[src/rtl/ucode_pkg.sv]
package ucode_pkg;

    localparam int OPW = 6;
    localparam int UAW = 4;
    localparam int CW  = 16;

    localparam logic [OPW-1:0] OP_RTYPE = 6'h00;
    localparam logic [OPW-1:0] OP_LOAD  = 6'h23;
    localparam logic [OPW-1:0] OP_STORE = 6'h2B;
    localparam logic [OPW-1:0] OP_BEQ   = 6'h04;

    typedef enum logic [1:0] {
        SQ_FETCH = 2'b00,
        SQ_DISP1 = 2'b01,
        SQ_DISP2 = 2'b10,
        SQ_NEXT  = 2'b11
    } seq_mode_e;

    typedef enum logic [UAW-1:0] {
        U_FETCH   = 4'd0,
        U_DECODE  = 4'd1,
        U_MADDR   = 4'd2,
        U_LDMEM   = 4'd3,
        U_LDWB    = 4'd4,
        U_STMEM   = 4'd5,
        U_REXEC   = 4'd6,
        U_RWB     = 4'd7,
        U_BRANCH  = 4'd8
    } ustep_e;

    typedef struct packed {
        logic       pc_write;
        logic       pc_write_cond;
        logic       addr_from_alu;
        logic       mem_read;
        logic       mem_write;
        logic       ir_write;
        logic       wb_from_mem;
        logic [1:0] pc_select;
        logic [1:0] alu_mode;
        logic [1:0] alu_b_select;
        logic       alu_a_select;
        logic       reg_write;
        logic       dest_is_rd;
    } ctrl_t;

    typedef struct packed {
        ctrl_t     ctrl;
        seq_mode_e seq;
    } uword_t;

    // Microprogram contents, one word per micro-address.
    function automatic uword_t uword_at(logic [UAW-1:0] a);
        uword_t w;
        w.ctrl = '0;
        w.seq  = SQ_FETCH;
        case (a)
            4'd0: begin
                w.ctrl.pc_write     = 1'b1;
                w.ctrl.mem_read     = 1'b1;
                w.ctrl.ir_write     = 1'b1;
                w.ctrl.alu_b_select = 2'b01;
                w.seq               = SQ_NEXT;
            end
            4'd1: begin
                w.ctrl.alu_b_select = 2'b11;
                w.seq               = SQ_DISP1;
            end
            4'd2: begin
                w.ctrl.alu_a_select = 1'b1;
                w.ctrl.alu_b_select = 2'b10;
                w.seq               = SQ_DISP2;
            end
            4'd3: begin
                w.ctrl.addr_from_alu = 1'b1;
                w.ctrl.mem_read      = 1'b1;
                w.seq                = SQ_NEXT;
            end
            4'd4: begin
                w.ctrl.reg_write   = 1'b1;
                w.ctrl.wb_from_mem = 1'b1;
            end
            4'd5: begin
                w.ctrl.addr_from_alu = 1'b1;
                w.ctrl.mem_write     = 1'b1;
            end
            4'd6: begin
                w.ctrl.alu_a_select = 1'b1;
                w.ctrl.alu_mode     = 2'b10;
                w.seq               = SQ_NEXT;
            end
            4'd7: begin
                w.ctrl.reg_write  = 1'b1;
                w.ctrl.dest_is_rd = 1'b1;
            end
            4'd8: begin
                w.ctrl.pc_write_cond = 1'b1;
                w.ctrl.alu_a_select  = 1'b1;
                w.ctrl.alu_mode      = 2'b01;
                w.ctrl.pc_select     = 2'b01;
            end
            default: begin
                w.ctrl = '0;
                w.seq  = SQ_FETCH;
            end
        endcase
        return w;
    endfunction

endpackage

[src/rtl/ucode_rom.sv]
module ucode_rom
    import ucode_pkg::*;
#(
    parameter int ADDR_W = ucode_pkg::UAW
) (
    input  logic [ADDR_W-1:0] addr,
    output uword_t            word
);
    localparam int DEPTH = 1 << ADDR_W;

    uword_t rom [DEPTH];

    generate
        for (genvar i = 0; i < DEPTH; i++) begin : g_word
            assign rom[i] = uword_at(UAW'(i));
        end
    endgenerate

    assign word = rom[addr];
endmodule

[src/rtl/ucode_dispatch.sv]
module ucode_dispatch
    import ucode_pkg::*;
#(
    parameter int OP_W     = ucode_pkg::OPW,
    parameter int ADDR_W   = ucode_pkg::UAW,
    parameter int TABLE_ID = 1
) (
    input  logic [OP_W-1:0]   opcode,
    output logic [ADDR_W-1:0] target,
    output logic              hit
);
    generate
        if (TABLE_ID == 1) begin : g_tab1
            always_comb begin
                hit    = 1'b1;
                target = ADDR_W'(U_FETCH);
                case (opcode)
                    OP_RTYPE: target = ADDR_W'(U_REXEC);
                    OP_LOAD,
                    OP_STORE: target = ADDR_W'(U_MADDR);
                    OP_BEQ:   target = ADDR_W'(U_BRANCH);
                    default:  hit    = 1'b0;
                endcase
            end
        end else begin : g_tab2
            always_comb begin
                hit    = 1'b1;
                target = ADDR_W'(U_FETCH);
                case (opcode)
                    OP_LOAD:  target = ADDR_W'(U_LDMEM);
                    OP_STORE: target = ADDR_W'(U_STMEM);
                    default:  hit    = 1'b0;
                endcase
            end
        end
    endgenerate
endmodule

[src/rtl/ucode_next.sv]
module ucode_next
    import ucode_pkg::*;
#(
    parameter int ADDR_W = ucode_pkg::UAW
) (
    input  logic [ADDR_W-1:0] cur,
    input  seq_mode_e         mode,
    input  logic [ADDR_W-1:0] d1_target,
    input  logic              d1_hit,
    input  logic [ADDR_W-1:0] d2_target,
    input  logic              d2_hit,
    output logic [ADDR_W-1:0] nxt,
    output logic              miss
);
    always_comb begin
        nxt  = '0;
        miss = 1'b0;
        unique case (mode)
            SQ_FETCH: nxt = '0;
            SQ_NEXT:  nxt = cur + 1'b1;
            SQ_DISP1: begin
                nxt  = d1_hit ? d1_target : '0;
                miss = !d1_hit;
            end
            SQ_DISP2: begin
                nxt  = d2_hit ? d2_target : '0;
                miss = !d2_hit;
            end
        endcase
    end
endmodule

[src/rtl/ucode_seq.sv]
module ucode_seq
    import ucode_pkg::*;
#(
    parameter int OP_W   = ucode_pkg::OPW,
    parameter int ADDR_W = ucode_pkg::UAW,
    parameter int CTRL_W = ucode_pkg::CW
) (
    input  logic              clk,
    input  logic              rst,
    input  logic [OP_W-1:0]   opcode,
    output logic [CTRL_W-1:0] ctrl,
    output logic [ADDR_W-1:0] uaddr,
    output logic              illegal_op
);
    ustep_e            state_q;
    logic              illegal_q;
    uword_t            word;
    logic [ADDR_W-1:0] nxt;
    logic              miss;

    logic [ADDR_W-1:0] tgt [2];
    logic              hit [2];

    ucode_rom #(.ADDR_W(ADDR_W)) rom_i (
        .addr (state_q),
        .word (word)
    );

    generate
        for (genvar t = 0; t < 2; t++) begin : g_disp
            ucode_dispatch #(
                .OP_W     (OP_W),
                .ADDR_W   (ADDR_W),
                .TABLE_ID (t + 1)
            ) disp_i (
                .opcode (opcode),
                .target (tgt[t]),
                .hit    (hit[t])
            );
        end
    endgenerate

    ucode_next #(.ADDR_W(ADDR_W)) next_i (
        .cur       (state_q),
        .mode      (word.seq),
        .d1_target (tgt[0]),
        .d1_hit    (hit[0]),
        .d2_target (tgt[1]),
        .d2_hit    (hit[1]),
        .nxt       (nxt),
        .miss      (miss)
    );

    // State register
    always_ff @(posedge clk) begin
        if (rst) begin
            state_q   <= U_FETCH;
            illegal_q <= 1'b0;
        end else begin
            state_q <= ustep_e'(nxt);
            if (miss) begin
                illegal_q <= 1'b1;
            end
        end
    end

    // Outputs
    always_comb begin
        ctrl       = word.ctrl;
        uaddr      = state_q;
        illegal_op = illegal_q;
    end


    reset_to_fetch_chk: assert property (@(posedge clk)
        rst |=> (state_q == U_FETCH) && !illegal_q);


    seq_increment_chk: assert property (@(posedge clk) disable iff (rst)
        (word.seq == SQ_NEXT) |=> (uaddr == ADDR_W'($past(uaddr) + 1'b1)));


    fetch_return_chk: assert property (@(posedge clk) disable iff (rst)
        (word.seq == SQ_FETCH) |=> (state_q == U_FETCH));


    miss_to_fetch_chk: assert property (@(posedge clk) disable iff (rst)
        miss |=> (state_q == U_FETCH) && illegal_q);


    illegal_sticky_chk: assert property (@(posedge clk) disable iff (rst)
        illegal_q |=> illegal_q);


    mem_rw_exclusive_chk: assert property (@(posedge clk) disable iff (rst)
        $onehot0({ctrl[12], ctrl[11]}));
endmodule

[config.mk]
export PLATFORM = sky130hd
export DESIGN_NAME = ucode_seq
export DESIGN_NICKNAME = d
export VERILOG_FILES = /design/src/rtl/ucode_pkg.sv /design/src/rtl/ucode_rom.sv /design/src/rtl/ucode_dispatch.sv /design/src/rtl/ucode_next.sv /design/src/rtl/ucode_seq.sv
export SDC_FILE = /design/constraint.sdc
export NUM_CORES = 1
export LEC_CHECK = 0
export ABC_AREA = 1
export CORE_UTILIZATION = 40
export CTS_CLUSTER_SIZE = 20
export DETAILED_ROUTE_END_ITERATION = 10
export PLACE_DENSITY = 0.76
export SYNTH_ARGS = -nofsm -noshare
export SYNTH_HDL_FRONTEND = slang
export SYNTH_SLANG_ARGS = --single-unit
export TNS_END_PERCENT = 20
[constraint.sdc]
create_clock -name clk -period 2.65 [get_ports clk]
set_clock_uncertainty 0.15 [all_clocks]
set_input_delay 0.795 -clock clk [delete_from_list [all_inputs] [get_ports clk]]
set_output_delay 0.795 -clock clk [all_outputs]
set_load 0.005 [all_outputs]
# ---- After elaboration in Yosys (flattened, before gate mapping)
# Memories as Yosys holds them, arrays and structs flattened.
# Index checks and enable logic that the tools add are counted.
dict set report totals {
  regBits 5
  rom_bits 288
  in_bits 8
  output_inout_bits 21
  elab_cells 28
  mem_count 1
}
dict set report classes {
  add_sub_neg 1
  order_cmp 1
  eq_ne 6
  n_mux 10
  n_bitwise 1
  reduce_logical 6
}
# memory words width read_ports rd_ports_with_merged_regs wr line
set memory_table {}
lappend memory_table {{(no name shown)} 16 18 1 0 0 ucode_rom.sv:19} ;# assign word = rom[addr];
# op n
set op_table {}
lappend op_table {{2-to-1 mux 18 bit} 2}
lappend op_table {{one-hot mux 4 bit (4 select lines)} 1}
lappend op_table {{equality test 6 bit (second input constant)} 2}
lappend op_table {{one-hot mux 4 bit (3 select lines)} 1}
lappend op_table {{equality test 6 x 3 -> 1 bit (second input constant)} 1}
lappend op_table {{logical NOT 6 bit} 1}
lappend op_table {{one-hot mux 3 bit (2 select lines)} 1}
lappend op_table {{greater-or-equal comparator 5 bit (second input constant)} 1}
lappend op_table {{inverter 4 -> 5 bit} 1}
lappend op_table {{adder 4 x 1 -> 4 bit (second input constant)} 1}
lappend op_table {{equality test 2 bit (second input constant)} 2}
lappend op_table {{2-to-1 mux 4 bit} 1}
lappend op_table {{OR reduction 4 bit} 1}
lappend op_table {{2-to-1 mux 3 bit} 1}
lappend op_table {{equality test 2 x 1 -> 1 bit (second input constant)} 1}
lappend op_table {{logical NOT 1 bit} 2}
lappend op_table {{logical NOT 2 bit} 1}
lappend op_table {{2-to-1 mux 1 bit} 2}
lappend op_table {{one-hot mux 1 bit (2 select lines)} 1}
lappend op_table {{OR reduction 2 bit} 1}

# ---- Longest topological paths before layout
dict set report logic_depth {
  word_depth 6
  ltp_mapped 12
  ltp_nobuf 12
}

# ---- By module
# A second synthesis with hierarchy kept.
dict set report hier_totals {
  cells_unflattened 133
  area_unflattened_um2 767.0
}
# mod instances cells_per_inst area_per_inst_um2
set by_module_without_submodules {}
lappend by_module_without_submodules {ucode_next 1 43 245.2}
lappend by_module_without_submodules {ucode_rom 1 44 239.0}
lappend by_module_without_submodules {ucode_seq 1 15 137.6}
lappend by_module_without_submodules {{ucode_dispatch (g_disp[0].disp_i)} 1 17 82.6}
lappend by_module_without_submodules {{ucode_dispatch (g_disp[1].disp_i)} 1 14 62.6}

# ---- Worst setup path after synthesis
# Ideal clock, no wire load.
dict set report synth_path {
  path_kind {register to output}
  startpoint {reg state_q[0], in the netlist uaddr[0]}
  endpoint {out ctrl[2]}
  arrival_ns 1.175
  t_required_ns 1.705
  path_slack_ns 0.530
  path_stages_with_launch 6
  cell_sequence {dfxtp_1 inv_1 ha_1 inv_1 nor3_1 o21bai_1}
}
dict set report synth_between {
  elab_chain_len 4
}
# element line
set synth_rtl {}
lappend synth_rtl {{start, declared} ucode_seq.sv:15} ;# ustep_e state_q;
lappend synth_rtl {{start signal, assigned} ucode_seq.sv:60} ;# state_q <= ustep_e'(nxt);
lappend synth_rtl {{inverter 4 -> 5 bit (not written as such)} ucode_rom.sv:19}
lappend synth_rtl {{memory (16 x 18 bit)} --}
lappend synth_rtl {{2-to-1 mux 18 bit (not written as such) (2 in a row)} ucode_rom.sv:19}
lappend synth_rtl {{end, declared} ucode_seq.sv:11} ;# output logic [CTRL_W-1:0] ctrl,
# Every way passes these cells. The select of a mux whose other input is x is not followed.

# ---- Worst setup path in the final report
dict set report layout_path {
  startpoint {reg state_q[3], in the netlist uaddr[3]}
  endpoint {out ctrl[14]}
}
# Same word-level chain as after synthesis.

==> impl_metrics.xml <==
<?xml version="1.0" encoding="UTF-8"?>
<metrics>
  <group name="outcome">
    <metric name="result_of_the_run" unit="">completed</metric>
  </group>
  <group name="clocking">
    <metric name="ctsHtreeMaxLevel" unit="">1</metric>
    <metric name="cts_setup_buffers" unit="">0</metric>
    <metric name="master_cell_of_the_clock_root_buffer" unit="">sky130_fd_sc_hd__clkbuf_4</metric>
    <metric name="max-clock-path-buffers" unit="">2</metric>
    <metric name="clkLatencyLatePin" unit="ns">0.24</metric>
    <metric name="cts_tree" unit="">yes</metric>
    <metric name="cts_num_sinks" unit="">5</metric>
    <metric name="cts_hold_repair.buffers" unit="">0</metric>
    <metric name="clk_transition_reported_paths" unit="ns">0.05</metric>
    <metric name="tritoncts.num_buffers" unit="">3</metric>
  </group>
  <group name="placement">
    <metric name="numPlacedInstances" unit="">130</metric>
    <metric name="hpwl" unit="mm">1.15</metric>
    <metric name="gp_congestion" unit="">0.822</metric>
    <metric name="placedInstanceArea" unit="um^2">860</metric>
    <metric name="placement.io_buffers" unit="">27</metric>
  </group>
  <group name="synth">
    <metric name="mappedNetlistNets" unit="">110</metric>
    <metric name="syn_avg_cell_area" unit="um^2">6.52</metric>
    <metric name="post-synth-top-area-cell" unit="">sky130_fd_sc_hd__ha_1</metric>
    <metric name="number_of_instances_in_the_synthesized_netlist" unit="">91</metric>
    <metric name="netlist_area" unit="um^2">593</metric>
    <metric name="synth.area.mux_share" unit="%">0</metric>
    <metric name="synth_simple_gate_area_share" unit="%">30.2</metric>
    <metric name="yosys.area_share.adder" unit="%">23.2</metric>
    <metric name="ys.warnings.count" unit="">0</metric>
    <metric name="yosys-top-cells-area" unit="">sky130_fd_sc_hd__ha_1 23%, sky130_fd_sc_hd__dfxtp_1 17%, sky130_fd_sc_hd__inv_1 12%</metric>
    <metric name="synth_top_family_by_area" unit="">simple AND/OR/NAND/NOR gates</metric>
    <metric name="synth_sequential_area_ratio" unit="%">16.9</metric>
    <metric name="compound_gate_fraction_of_synth_area" unit="%">12.0</metric>
    <metric name="yosys.area_share.xor_xnor" unit="%">0</metric>
    <metric name="fraction_of_synthesized_cell_area_taken_by_the_top_area_cell_type" unit="%">23.2</metric>
    <metric name="yosys.cell_types.count" unit="">20</metric>
    <metric name="synth_seq_cells" unit="">5</metric>
  </group>
  <group name="die">
    <metric name="coreArea" unit="um^2">1330</metric>
    <metric name="design.die.area" unit="um^2">1640</metric>
    <metric name="floorplan.die.height" unit="um">40.5</metric>
    <metric name="num_rows" unit="">13</metric>
    <metric name="io_pins" unit="">29</metric>
    <metric name="die_width" unit="um">40.5</metric>
    <metric name="initial_utilization" unit="%">44.5</metric>
  </group>
  <group name="setup_path">
    <metric name="end_kind" unit="">primary output</metric>
    <metric name="r2r_cells" unit="">10</metric>
    <metric name="critical_path_required" unit="ns">1.71</metric>
    <metric name="crit_path_max_incr_delay" unit="ns">0.48</metric>
    <metric name="critPathArrivalTime" unit="ns">1.66</metric>
    <metric name="path_cells" unit="">inv_1 &gt; nor3_2 &gt; buf_4 &gt; clkdlybuf4s50_1</metric>
    <metric name="critical_path.reg2reg.endpoint" unit="">uaddr[3]</metric>
    <metric name="cp-start-kind" unit="">register</metric>
    <metric name="worst_path_max_delay_cell" unit="">sky130_fd_sc_hd__clkdlybuf4s50_1</metric>
    <metric name="criticalPathCategory" unit="">register to primary output</metric>
    <metric name="worst-path-max-fanout" unit="">5</metric>
    <metric name="setup.reg_to_reg.worst_slack" unit="ns">0.67</metric>
    <metric name="critical_path.reg2reg.startpoint" unit="">uaddr[0]</metric>
  </group>
  <group name="layout">
    <metric name="layout_common_cells" unit="">24 x sky130_fd_sc_hd__clkdlybuf4s50_1, 17 x sky130_fd_sc_hd__inv_1, 16 x sky130_fd_sc_hd__nor2_1</metric>
    <metric name="antennaDiodeCount" unit="">0</metric>
    <metric name="layout_utilization" unit="%">69.4</metric>
    <metric name="final_nets" unit="">139</metric>
    <metric name="final_layout_size_suffix_gt1_share" unit="%">13.4</metric>
    <metric name="finalNonFillerCells" unit="">134</metric>
    <metric name="flow.area_growth_from_synthesis" unit="%">56.1</metric>
    <metric name="final_area" unit="um^2">926</metric>
    <metric name="leading_cell_type_in_the_layout_fill_and_taps_excluded" unit="">sky130_fd_sc_hd__clkdlybuf4s50_1</metric>
  </group>
  <group name="route">
    <metric name="drt-wirelength-per-cell" unit="um">11.0</metric>
    <metric name="drt-total-wl" unit="mm">1.48</metric>
    <metric name="drt-pass1-iter-count" unit="">4</metric>
    <metric name="route.detailed.drc" unit="">0</metric>
    <metric name="avgViaCountPerCell" unit="">4.71</metric>
    <metric name="route.vias.total" unit="">631</metric>
    <metric name="ant_nets" unit="">0</metric>
    <metric name="drt_iter0_drc" unit="">6</metric>
  </group>
  <group name="sta">
    <metric name="post-route-min-period" unit="ns">2.61</metric>
    <metric name="timing.final.hold_violations" unit="">0</metric>
    <metric name="fmaxAchievable" unit="MHz">384</metric>
    <metric name="final_min_period_over_clock_period" unit="%">98.3</metric>
    <metric name="setup_total_negative_slack" unit="ns">0</metric>
    <metric name="setup_viol_count_final" unit="">0</metric>
    <metric name="slew_violations" unit="">0</metric>
  </group>
  <group name="global_routing">
    <metric name="grt_max_degree" unit="">8</metric>
    <metric name="grtUsageTotal" unit="%">20.3</metric>
    <metric name="grt_pass1_vias" unit="">513</metric>
    <metric name="global_route.overflow_total" unit="">0</metric>
    <metric name="grt_first_pass_wirelength" unit="mm">2.14</metric>
    <metric name="number_of_antenna_violations_at_the_first_check_in_global_routing" unit="">0</metric>
  </group>
  <group name="power_and_ir_drop">
    <metric name="power_per_cell_area" unit="nW/um^2">849</metric>
    <metric name="cellLeakagePower" unit="nW">0.478</metric>
    <metric name="vdd_drop_max" unit="mV">0.558</metric>
  </group>
  <group name="hold_path">
    <metric name="hold-path-cell-count" unit="">2</metric>
    <metric name="min-delay-start" unit="">illegal_op</metric>
    <metric name="min_path_type" unit="">register to register</metric>
    <metric name="min_to" unit="">illegal_op</metric>
  </group>
  <group name="job">
    <metric name="maxcap_viol_count" unit="">0</metric>
  </group>
</metrics>
[registers in the layout (all words and copies together) (netlist names)]
name,flops
illegal_op,1
uaddr,4
[cells by family (layout without fill, tap and decap cells)]
logic type,count (synthesis),after routing
and+or+nand+nor,40,40
buffers and inverters,23,51
adders and majority gates,11,11
AOI/OAI and AO/OA,11,11
DFF,5,5
other,1,1
[cell type report]
class	count	area, um^2
Sequential cell	5	108
Fill cell	119	408
Multi-Input combinational cell	63	412
Tap cell	15	18.8
Inverter	19	76.3
Timing Repair Buffer	28	285
Clock buffer	4	26.3
[timing repair]
action	CTS	global route
setup endpoints to repair	7	9
pin swaps	0	1
resized for setup	5	9
hold endpoints to repair	0	0
[how the worst max path moves through the flow]
stage / from / endpoint / slack (ns) / cells after the start
final: uaddr[3] / ctrl[14] / 0.04 / 4
after global routing: uaddr[0] / ctrl[14] / -0.03 / 6
after CTS: uaddr[0] / ctrl[2] / 0.009 / 6
after detailed placement: uaddr[0] / ctrl[2] / 0.15 / 6
after global placement: uaddr[1] / ctrl[4] / 0.19 / 5
after floorplan: uaddr[0] / ctrl[2] / 0.53 / 5
[report_power, final]
part | internal (mW) | switching, mW | leakage (nW) | total [mW]
clock network | 0.0571 | 0.0344 | 0.0150 | 0.0915
registers | 0.107 | 0.0384 | 0.0421 | 0.146
logic | 0.297 | 0.252 | 0.421 | 0.549
[stage by stage]
| step | power [mW] | hold WS, ns | worst slack [ns] |
|---|---|---|---|
| floorplan | 0.412 | 0.301 | 0.530 |
| global placement | 0.642 | 0.297 | 0.191 |
| detailed placement | 0.650 | 0.308 | 0.145 |
| CTS | 0.752 | 0.312 | 0.00914 |
| global route | 0.874 | 0.328 | -0.0254 |
| finish | 0.787 | 0.307 | 0.0445 |
[Yosys cell counts, drive strengths merged]
cell type and instances:
o21ai 4, dfxtp 5, ha 11, nand4 2, a21oi 4, o21bai 1
nor3 2, conb 1, a21boi 1, buf 4, nor2 18, inv 19
o22ai 1, nand2 13, nand3 5
[critical path, delay by kind of cell, from the launching register on]
kind          cells  cell delay, ns
buf+inv           3            0.78
flops             1            0.41
simple gates      1            0.22
[metal layers]
layer,vias to the layer above,track usage (%),routed length (um)
met5,-,0,0
li1,335,-,-
met4,0,7.50,0
met3,0,5.00,81
met1,267,21.8,614
met2,29,37.3,780
No activity file was read; power rests on OpenSTA's default activity.
